--- src/rtl/dbe_pkg.sv ---
package dbe_pkg;
  localparam int unsigned DBE_ADDR_W = 32;
  localparam int unsigned DBE_DISP_W = 15;
  localparam int unsigned DBE_IDX_W  = 3;
  localparam int unsigned DBE_DEST_W = 3;
  localparam int unsigned DBE_HW_W   = DBE_DISP_W + 1;

  typedef struct packed {
    logic                  alt_sel;
    logic [DBE_DISP_W-1:0] disp;
  } dbe_hw_t;
endpackage

--- src/rtl/dbe_base_sel.sv ---
module dbe_base_sel #(
  parameter int unsigned IDX_W = 3
) (
  input  logic               alt_sel,
  input  logic [2*IDX_W-1:0] ctl,
  output logic [IDX_W-1:0]   rd_idx,
  output logic               absolute
);
  logic [IDX_W-1:0] pri_fld;
  logic [IDX_W-1:0] alt_fld;

  assign pri_fld = ctl[IDX_W-1:0];
  assign alt_fld = ctl[2*IDX_W-1:IDX_W];

  always_comb begin
    rd_idx   = alt_sel ? alt_fld : pri_fld;
    absolute = (rd_idx == '0);
  end
endmodule

--- src/rtl/dbe_addr_gen.sv ---
module dbe_addr_gen #(
  parameter int unsigned ADDR_W = 32,
  parameter int unsigned DISP_W = 15
) (
  input  logic [ADDR_W-1:0] base,
  input  logic [DISP_W-1:0] disp,
  input  logic              absolute,
  output logic [ADDR_W-1:0] ea
);
  localparam int unsigned PAD_W = ADDR_W - DISP_W;

  logic [ADDR_W-1:0] disp_ext;
  logic [ADDR_W-1:0] base_eff;

  assign disp_ext = {{PAD_W{1'b0}}, disp};

  always_comb begin
    base_eff = absolute ? '0 : base;
    ea       = base_eff + disp_ext;
  end
endmodule

--- src/rtl/dbe_dest_chk.sv ---
module dbe_dest_chk #(
  parameter int unsigned DEST_W   = 3,
  parameter int unsigned MAX_DEST = 1
) (
  input  logic              is_scratch,
  input  logic [DEST_W-1:0] dest,
  output logic              legal
);
  localparam logic [DEST_W-1:0] LIMIT = DEST_W'(MAX_DEST);

  always_comb begin
    legal = !is_scratch || (dest <= LIMIT);
  end
endmodule

--- src/rtl/dbase_ea_unit.sv ---
module dbase_ea_unit
  import dbe_pkg::*;
#(
  parameter int unsigned ADDR_W       = DBE_ADDR_W,
  parameter int unsigned DISP_W       = DBE_DISP_W,
  parameter int unsigned IDX_W        = DBE_IDX_W,
  parameter int unsigned DEST_W       = DBE_DEST_W,
  parameter int unsigned SCR_MAX_DEST = 1
) (
  input  logic                clk,
  input  logic                rst,
  input  logic                req_valid,
  input  logic [DISP_W:0]     req_hw,
  input  logic                req_scratch,
  input  logic [DEST_W-1:0]   req_dest,
  input  logic [2*IDX_W-1:0]  base0_ctl,
  output logic [IDX_W-1:0]    breg_rd_idx,
  input  logic [ADDR_W-1:0]   breg_rd_data,
  output logic                ea_valid,
  output logic                ea_illegal,
  output logic [ADDR_W-1:0]   ea_addr
);
  logic              alt_sel;
  logic [DISP_W-1:0] disp;
  logic              absolute;
  logic              legal;
  logic [ADDR_W-1:0] ea_next;

  assign alt_sel = req_hw[DISP_W];
  assign disp    = req_hw[DISP_W-1:0];

  dbe_base_sel #(.IDX_W(IDX_W)) u_sel (
    .alt_sel  (alt_sel),
    .ctl      (base0_ctl),
    .rd_idx   (breg_rd_idx),
    .absolute (absolute)
  );

  dbe_addr_gen #(.ADDR_W(ADDR_W), .DISP_W(DISP_W)) u_gen (
    .base     (breg_rd_data),
    .disp     (disp),
    .absolute (absolute),
    .ea       (ea_next)
  );

  dbe_dest_chk #(.DEST_W(DEST_W), .MAX_DEST(SCR_MAX_DEST)) u_chk (
    .is_scratch (req_scratch),
    .dest       (req_dest),
    .legal      (legal)
  );

  always_ff @(posedge clk) begin
    if (rst) begin
      ea_valid   <= 1'b0;
      ea_illegal <= 1'b0;
      ea_addr    <= '0;
    end else begin
      ea_valid   <= req_valid && legal;
      ea_illegal <= req_valid && !legal;
      if (req_valid && legal) begin
        ea_addr <= ea_next;
      end
    end
  end
endmodule

--- config.mk ---
export PLATFORM = sky130hd
export DESIGN_NAME = dbase_ea_unit
export DESIGN_NICKNAME = d
export VERILOG_FILES = /design/src/rtl/dbe_pkg.sv /design/src/rtl/dbe_base_sel.sv /design/src/rtl/dbe_addr_gen.sv /design/src/rtl/dbe_dest_chk.sv /design/src/rtl/dbase_ea_unit.sv
export SDC_FILE = /design/constraint.sdc
export NUM_CORES = 1
export LEC_CHECK = 0
export BUFFER_PORTS_ARGS = -buffer_cell sky130_fd_sc_hd__clkbuf_2
export CAP_MARGIN = 20
export CORE_AREA = 2 2 106 67
export CTS_BUF_LIST = sky130_fd_sc_hd__clkbuf_2 sky130_fd_sc_hd__clkbuf_4 sky130_fd_sc_hd__clkbuf_8
export CTS_CLUSTER_DIAMETER = 40
export DETAILED_ROUTE_END_ITERATION = 10
export DIE_AREA = 0 0 108 69
export GPL_ROUTABILITY_DRIVEN = 0
export GPL_TIMING_DRIVEN = 0
export PLACE_DENSITY = 0.69
export SYNTH_ARGS = -nofsm -noshare
export SYNTH_HDL_FRONTEND = slang
export SYNTH_SLANG_ARGS = --single-unit
--- constraint.sdc ---
create_clock -name clk -period 5.5 [get_ports clk]
set_clock_uncertainty 0.15 [all_clocks]
set_input_delay 1.1 -clock clk [delete_from_list [all_inputs] [get_ports clk]]
set_output_delay 1.1 -clock clk [all_outputs]
set_load 0.05 [all_outputs]
==> results of run 1 <==
## layout by cell type (no fill, tap or decap), types with 5 or more instances in the layout
master,n
dfxtp_1,34
clkbuf_2,96
o211ai_1,8
inv_1,5
nor4_1,7
a21o_1,7
nand3_1,18
nor3_1,16
clkbuf_1,13
a21oi_1,29
and3_1,5
nand2_1,49
xnor2_1,8
o21ai_0,17
nor2_1,20
ha_1,15
and2_1,18
clkbuf_8,5
## worst max-delay path: cells and delay by family
| kind | cells | cell delay, ps |
|---|---|---|
| buffers and inverters | 3 | 700 |
| multiplexers | 1 | 370 |
| AO/OA/AOI/OAI | 4 | 1370 |
| adder cells (fa/ha/maj) | 2 | 650 |
| AND/OR/NAND/NOR | 4 | 1000 |
## worst max path at each step
stage / startpoint / end / slack [ps] / depth (start not counted)
after floorplan: base0_ctl[1] / ea_addr[20]$_SDFFE_PP0P_ / 1110 / 13
after global placement: req_hw[15] / ea_addr[20]$_SDFFE_PP0P_ / 190 / 14
after detailed placement: req_hw[15] / ea_addr[20]$_SDFFE_PP0P_ / 140 / 14
after CTS: req_hw[15] / ea_addr[20]$_SDFFE_PP0P_ / 410 / 14
after global routing: req_hw[15] / ea_addr[20]$_SDFFE_PP0P_ / 120 / 14
final: req_hw[15] / ea_addr[20]$_SDFFE_PP0P_ / 390 / 14
## cell families (layout without fill, tap and decap cells)
family                     count (synthesis)  count (layout)  share of synthesized area
AOI/OAI and AO/OA                        103             103                      0.265
xor gates and xnor gates                  11              11                     0.0363
adders and majority gates                 16              16                     0.0783
buffers and inverters                     19             122                     0.0269
DFF                                       34              34                      0.257
muxes                                      7               7                     0.0283
and+or+nand+nor                          159             159                      0.308
## sequential cells by signal, summed over array words and instances (netlist names)
signal / count
ea_addr: 32
ea_illegal: 1
ea_valid: 1
## final cells by class
cell class,count,area (µm²)
timing repair buffer,96,480
multi-input combinational,296,1900
sequential,34,681
fill,674,3150
inverter,6,22.5
buffer,13,48.8
tap,87,109
clock buffer,7,83.8
## through the flow
| step | setup slack [ps] | std cells | total power [mW] |
|---|---|---|---|
| after floorplan | 1110 | 349 | 0.525 |
| after global placement | 185 | 532 | 0.612 |
| after detailed placement | 138 | 532 | 0.618 |
| after CTS | 405 | 539 | 0.808 |
| after global routing | 121 | 539 | 0.850 |
| final | 386 | 539 | 0.809 |
## where the power goes
group | total (mW) | internal [mW] | switching [mW]
registers | 0.280 | 0.269 | 0.0115
logic | 0.336 | 0.108 | 0.228
clock network | 0.193 | 0.0972 | 0.0960
## per-layer routing
layer / global-route usage / routed length (µm) / vias to the layer above
li1: - / - / 1513
met1: 0.360 / 4160 / 1425
met2: 0.312 / 3400 / 160
met3: 0.0520 / 895 / 12
met4: 0.0484 / 53 / 0
met5: 0 / 0 / -
==> metrics.csv, run 1 <==
metric;value;unit
finalNetCount;529;
cts_setup_buffers;0;
reg2reg_from;ea_addr[25]$_SDFFE_PP0P_;
power_leakage;1.47;nW
antenna_found_initial;0;
utilization;0.513;
drt_iter0_drc;229;
yosys.area.top_type;dfxtp_1;
synthArstFlopShare;0;
synthToLayoutAreaGrowth;25.4;%
synth_ff_type;dfxtp_1;
vdd_drop_max;0.0903;mV
synth_most_common_cell;nand2_1;
hp-start;ea_addr[10]$_SDFFE_PP0P_;
hold_path_end;ea_addr[10]$_SDFFE_PP0P_;
avgRoutedWirePerCell;15.8;µm
setup_viol;0;
synth_area_leaders;dfxtp_1 26%, ha_1 7.1%, nand2_1 6.9%, a21oi_1 5.5%, and2_1 4.2%;
die_h;69;µm
ys_ff_latch;34;
critPathSlowestCell;nor4_2;
clk-insertion-delay-late;290;ps
slew-limit-headroom;0.384;
core_area;0.00647;mm²
cts_tree;yes;
max_slew.worst_pin.slew;917;ps
grt_usage;0.229;
synth_nets;426;
io_buffers;96;
period_needed;5110;ps
cts_root_buf;clkbuf_8;
crit_required;5580;ps
die_x;108;µm
outcome;completed;
cts_buffers;5;
holdBufCountCts;0;
drv_slew;0;
yosysTopAreaCellShare;0.257;
placed_area;0.00324;mm²
critPathMaxFanout;10;
synth_cell_type_count;60;
worstReg2RegEnd;ea_addr[25]$_SDFFE_PP0P_;
drt-pass1-iter-count;5;
hold_depth;2;
ant_nets;0;
rrSetupSlack;4450;ps
worstPathCellList;clkbuf_2 -> nor4_2 -> nor2_2 -> clkbuf_1 -> clkbuf_1 -> and2_1 -> ha_1 -> fa_1 -> a211oi_1 -> o211ai_1 -> a31oi_1 -> a211o_1 -> mux2_2 -> nand3_1;
worstPathArrival;5200;ps
avgSynthCellArea;7.60;µm²
crit_top_cell;clkbuf_1;
rows;23;
drc;0;
via_per_inst;5.77;
rsz0062_at_grt;false;
yosysWarnings;0;
fin_area;0.00332;mm²
seq_area_frac_synth;0.257;
reg2reg_depth;3;
die_area;0.00745;mm²
numClockSinks;34;
path_class;in -> reg;
powerDensity;243;mW/mm²
syn_area;0.00265;mm²
fmax;196;MHz
path_clk_slew;70;ps
antenna_cells_inserted;0;
drive_gt1_frac;0.261;
overflow;0;
clock_path_buffers;2;
fin_setup_tns;0;ps
io_pins;98;
finalHoldViolations;0;
synth_edf_count;0;
start_util;0.409;
worstSetupEndpointType;register;
grt_pass1_vias;2830;
htreeDepth;2;
grt_pass1_wl;13.8;mm
hpwl;6.80;mm
max_stage_delay;530;ps
drt-total-wl;8.51;mm
vias;3110;
synthTopCellsByCount;49 x nand2_1, 34 x dfxtp_1, 29 x a21oi_1;
hold_class;reg -> reg;
setup.worst_path.start_class;input port;
timing.hold.ws;303;ps
grt_max_degree;11;
cts.repair.resized;0;
synthCells;349;
layout_worst_path_cycle_share;0.930;
maxCapViolations;0;
(Power assumes the default switching activity.)
==> run 2: changes to the inputs <==
CORE_AREA = 2 2 68 103   (was 2 2 106 67)
DIE_AREA = 0 0 70 105   (was 0 0 108 69)
PLACE_DENSITY = 0.68   (was 0.69)
==> run 2 against run 1 <==
Critical endpoint unchanged. First-iteration DRC count grew 1.7%. Highest routed layer unchanged. Flip-flop and latch count is the same. Largest cell class unchanged. Critical path type unchanged. Register-to-register slack improved by 20 ps.
==> metrics.csv, run 2 (same netlist as run 1, synthesis figures left out) <==
metric;value;unit;change
outcome;completed;;
synthToLayoutAreaGrowth;26.9;%;
reg2reg_depth;2;;-1
period_needed;4970;ps;-147 ps
fmax;201;MHz;+3.0%
mostFrequentLayoutCell;clkbuf_2;;
largest_reg_flops;32;;unchanged
vias;3073;;-1.2%
io_pins;98;;unchanged
core_area;0.00640;mm²;-1.2%
pwr-share-comb;0.371;;-0.044
hold_depth;2;;unchanged
crit_end;ea_addr[20]$_SDFFE_PP0P_;;
grt_usage;0.218;;-0.0113
numClockSinks;34;;unchanged
cts_tree;yes;;
start_util;0.415;;+0.00505
worstPathArrival;5050;ps;-150 ps
pwr-share-clk;0.317;;+0.078
path_clk_slew;80;ps;about the same
vdd_drop_max;0.149;mV;+65%
finalNetCount;529;;unchanged
cts_root_buf;clkbuf_8;;
hpwl;6.50;mm;-4.4%
max_slew.worst_pin.slew;818;ps;-98.9 ps
antenna_found_initial;0;;unchanged
holdBufCountCts;0;;unchanged
powerDensity;267;mW/mm²;+9.8%
seqPwrFrac;0.312;;-0.034
drt-total-wl;8.12;mm;-4.6%
overflow;0;;unchanged
reg2reg_from;ea_addr[31]$_SDFFE_PP0P_;;
worstReg2RegEnd;ea_addr[31]$_SDFFE_PP0P_;;
drive_gt1_frac;0.263;;+0.00163
layout_worst_path_cycle_share;0.903;;-0.0267
top_regs;ea_addr (32), ea_illegal (1), ea_valid (1);;
drt_iter0_drc;233;;+1.7%
antenna_cells_inserted;0;;unchanged
cts_buffers;5;;unchanged
die_x;70;µm;-35%
worstSetupEndpointType;register;;
setup_viol;0;;unchanged
top_register;ea_addr;;
drc;0;;unchanged
htreeDepth;2;;unchanged
rsz0062_at_grt;false;;
final_cell_mix;96 x clkbuf_2, 49 x nand2_1, 34 x dfxtp_1;;
maxCapViolations;0;;unchanged
power_leakage;1.50;nW;+1.6%
via_per_inst;5.81;;+0.68%
crit_start;req_hw[15];;
crit_required;5580;ps;about the same
cts_setup_buffers;0;;unchanged
setup.worst_path.start_class;input port;;
grt_pass1_vias;2861;;+1.1%
critPathMaxFanout;10;;unchanged
path_class;in -> reg;;
grt_max_degree;13;;+2
fin_setup_tns;0;ps;unchanged
clk-insertion-delay-late;290;ps;about the same
hold_class;reg -> reg;;
clock_path_buffers;2;;unchanged
drt-pass1-iter-count;7;;+2
rrSetupSlack;4470;ps;+20 ps
grt_pass1_wl;13.0;mm;-5.4%
timing.hold.ws;298;ps;-4.92 ps
io_buffers;96;;unchanged
slew-limit-headroom;0.451;;+0.0665
die_h;105;µm;+52%
p_switching;341;µW;+1.7%
switching_share;0.379;;-0.0352
cts.repair.resized;0;;unchanged
ant_nets;0;;unchanged
p_int;558;µW;+18%
finalHoldViolations;0;;unchanged
drv_slew;0;;unchanged
rows;36;;+57%
avgRoutedWirePerCell;15.3;µm;-2.8%
die_area;0.00735;mm²;-1.4%
## run 2: changes by cell type in the layout (fill, tap and decap cells not counted)
| cell | previous run | this run |
|---|---|---|
| bufinv_16 | 0 | 2 |
| clkbuf_4 | 2 | 0 |
| clkinv_4 | 0 | 1 |
## run 2: per-stage QoR
stage | utilization | instances | total power [mW] | setup WS, ps | area, µm²
after CTS | 0.526 | 529 | 0.902 | 547 | 3360
final | 0.526 | 529 | 0.899 | 532 | 3360
after global placement | 0.504 | 521 | 0.614 | 263 | 3230
after detailed placement | 0.504 | 521 | 0.618 | 241 | 3230
after global routing | 0.526 | 529 | 0.941 | 207 | 3360
after floorplan | - | 349 | 0.525 | 1110 | 2650
## run 2: area by class of cell
cell class	count	area, µm²
Clock buffer	5	68.8
Multi-Input combinational cell	296	1900
Tap cell	76	95.1
Timing Repair Buffer	96	480
Inverter	6	22.5
Fill cell	685	3030
Sequential cell	34	681
Buffer	13	48.8
Clock inverter	3	68.8
## run 2: power groups by stage
stage	registers, mW	clock network, mW	logic, mW
floorplan	0.362	0	0.162
global placement	0.286	0	0.328
detailed placement	0.286	0	0.332
CTS	0.280	0.289	0.333
global route	0.283	0.297	0.361
finish	0.281	0.285	0.333
## run 2: worst min path at each step
stage	startpoint	to
after floorplan	ea_addr[15]$_SDFFE_PP0P_	ea_addr[15]$_SDFFE_PP0P_
after global placement	ea_addr[18]$_SDFFE_PP0P_	ea_addr[18]$_SDFFE_PP0P_
after detailed placement	ea_addr[15]$_SDFFE_PP0P_	ea_addr[15]$_SDFFE_PP0P_
after CTS	ea_addr[15]$_SDFFE_PP0P_	ea_addr[15]$_SDFFE_PP0P_
after global routing	ea_addr[15]$_SDFFE_PP0P_	ea_addr[15]$_SDFFE_PP0P_
final	ea_addr[15]$_SDFFE_PP0P_	ea_addr[15]$_SDFFE_PP0P_
## run 2: metal layers
| layer | vias up | track usage | part of all wire |
|---|---|---|---|
| li1 | 1527 | - | - |
| met1 | 1391 | 0.231 | 0.39 |
| met2 | 133 | 0.420 | 0.53 |
| met3 | 22 | 0.0318 | 0.053 |
| met4 | 0 | 0.0810 | 0.025 |
| met5 | - | 0 | 0 |
## run 2: worst max-delay path: stages
cell and delay, ps:
clkbuf_2 130, nor4_2 520, nor2_2 190, clkbuf_1 270
clkbuf_1 270, and2_1 220, ha_1 200, fa_1 440
a211oi_1 460, o211ai_1 210, a31oi_1 280, a211o_1 330
mux2_2 370, nand3_1 60
==> run 3: changes to the inputs <==
CORE_AREA = 3 3 69 104   (was 2 2 68 103)
DIE_AREA = 0 0 72 107   (was 0 0 70 105)
==> run 3 against run 2 <==
Die area increased by 4.8%. Cell area decreased by 1.3%. Power decreased by 9.3%. Critical path type unchanged. Largest cell class unchanged.
==> metrics.csv, run 3 (same netlist as run 1, synthesis figures left out) <==
metric;value;unit;change
cts_setup_buffers;0;;unchanged
grt_usage;0.210;;-0.00765
powerDensity;246;mW/mm²;-8.1%
htreeDepth;2;;unchanged
top_register;ea_addr;;
antenna_found_initial;0;;unchanged
placed_area;0.00323;mm²;unchanged
rsz0062_at_grt;false;;
drc;0;;unchanged
rows;36;;unchanged
fin_cells;529;;unchanged
grt_pass1_wl;13.0;mm;-0.16%
power_leakage;1.48;nW;-1.4%
hold_class;reg -> reg;;
final_cell_mix;96 x clkbuf_2, 49 x nand2_1, 34 x dfxtp_1;;
fin_setup_tns;0;ps;unchanged
mostFrequentLayoutCell;clkbuf_2;;
holdBufCountCts;0;;unchanged
grt_pass1_vias;2849;;-0.42%
die_x;72;µm;+2.9%
clk-insertion-delay-late;290;ps;about the same
grt_max_degree;12;;-1
largest_reg_flops;32;;unchanged
numClockSinks;34;;unchanged
vdd_drop_max;0.128;mV;-14%
drt-total-wl;8.19;mm;+0.94%
antenna_cells_inserted;0;;unchanged
max_slew.worst_pin.slew;852;ps;+34.0 ps
maxCapViolations;0;;unchanged
cts_tree;yes;;
clock_path_buffers;2;;unchanged
via_per_inst;5.72;;-1.5%
path_clk_slew;70;ps;about the same
finalNetCount;529;;unchanged
drt_iter0_drc;157;;-33%
top_regs;ea_addr (32), ea_illegal (1), ea_valid (1);;
period_needed;4940;ps;-28.2 ps
crit_top_cell;clkbuf_1;;
worst-path-buf-inv;3;;unchanged
critPathMaxFanout;10;;unchanged
outcome;completed;;
io_buffers;96;;unchanged
fmax;202;MHz;+0.57%
path_class;in -> reg;;
worstPathArrival;5020;ps;-30 ps
finalHoldViolations;0;;unchanged
drive_gt1_frac;0.263;;unchanged
core_area;0.00644;mm²;+0.70%
drt-pass1-iter-count;5;;-2
place_worst_setup_slack;232;ps;-9.07 ps
finalPower;816;µW;-9.3%
worstPathCellList;clkbuf_2 -> nor4_2 -> nor2_2 -> clkbuf_1 -> clkbuf_1 -> and2_1 -> ha_1 -> fa_1 -> a211oi_1 -> o211ai_1 -> a31oi_1 -> a211o_1 -> mux2_2 -> nand3_1;;
max_stage_delay;510;ps;about the same
synthToLayoutAreaGrowth;25.3;%;
utilization;0.516;;-0.0103
fin_area;0.00332;mm²;-1.3%
timing.hold.ws;299;ps;+0.518 ps
fill_cells;676;;-1.3%
crit_family;compound AO/OA/AOI/OAI gates;;
setup_viol;0;;unchanged
drv_slew;0;;unchanged
ant_nets;0;;unchanged
vias;3026;;-1.5%
die_area;0.00770;mm²;+4.8%
cts_root_buf;clkbuf_8;;
die_h;107;µm;+1.9%
layout_worst_path_cycle_share;0.898;;-0.00513
slew-limit-headroom;0.428;;-0.0229
setup.worst_path.start_class;input port;;
cts.repair.resized;0;;unchanged
worstSetupEndpointType;register;;
critPathSlowestCell;nor4_2;;
start_util;0.412;;-0.00290
overflow;0;;unchanged
final.setup.worst_slack;561;ps;+28.2 ps
hpwl;6.63;mm;+2.0%
io_pins;98;;unchanged
cts_buffers;5;;unchanged
crit_required;5580;ps;about the same
dp.cells;521;;unchanged
avgRoutedWirePerCell;15.5;µm;+0.94%
-- run 3: path summary, 6_finish.rpt --
kind         cells after the start  slack, ps                      from                       end
max                             14        560                req_hw[15]  ea_addr[20]$_SDFFE_PP0P_
max reg2reg                      2       4480  ea_addr[31]$_SDFFE_PP0P_  ea_addr[31]$_SDFFE_PP0P_
min reg2reg                      2        300  ea_addr[15]$_SDFFE_PP0P_  ea_addr[15]$_SDFFE_PP0P_
min                              2        300  ea_addr[15]$_SDFFE_PP0P_  ea_addr[15]$_SDFFE_PP0P_
-- run 3: cell type report --
cell class                      instances  area [µm²]  share of cell area
Multi-Input combinational cell        296        1900               0.572
Sequential cell                        34         681               0.205
Timing Repair Buffer                   96         480               0.145
Tap cell                               76        95.1              0.0286
Clock buffer                            6        82.6              0.0249
Buffer                                 13        48.8              0.0147
Inverter                                6        22.5             0.00678
Clock inverter                          2        12.5             0.00377
-- run 3: report_power, final --
part / internal [mW] / switching (mW) / total (mW)
Sequential: 0.269 / 0.0114 / 0.280
Combinational: 0.108 / 0.227 / 0.335
Clock: 0.101 / 0.100 / 0.201
-- run 3: worst register-to-register path, delay by kind of cell (launching register included) --
kind            cells  cell delay, ps
compound gates      2             450
flops               1             320
-- run 3: per-layer routing --
layer / share of wire / up-vias / track usage
met5: 0 / - / 0
met1: 0.38 / 1366 / 0.229
met4: 0.041 / 0 / 0.0901
met3: 0.059 / 25 / 0.0328
li1: - / 1511 / -
met2: 0.52 / 124 / 0.389
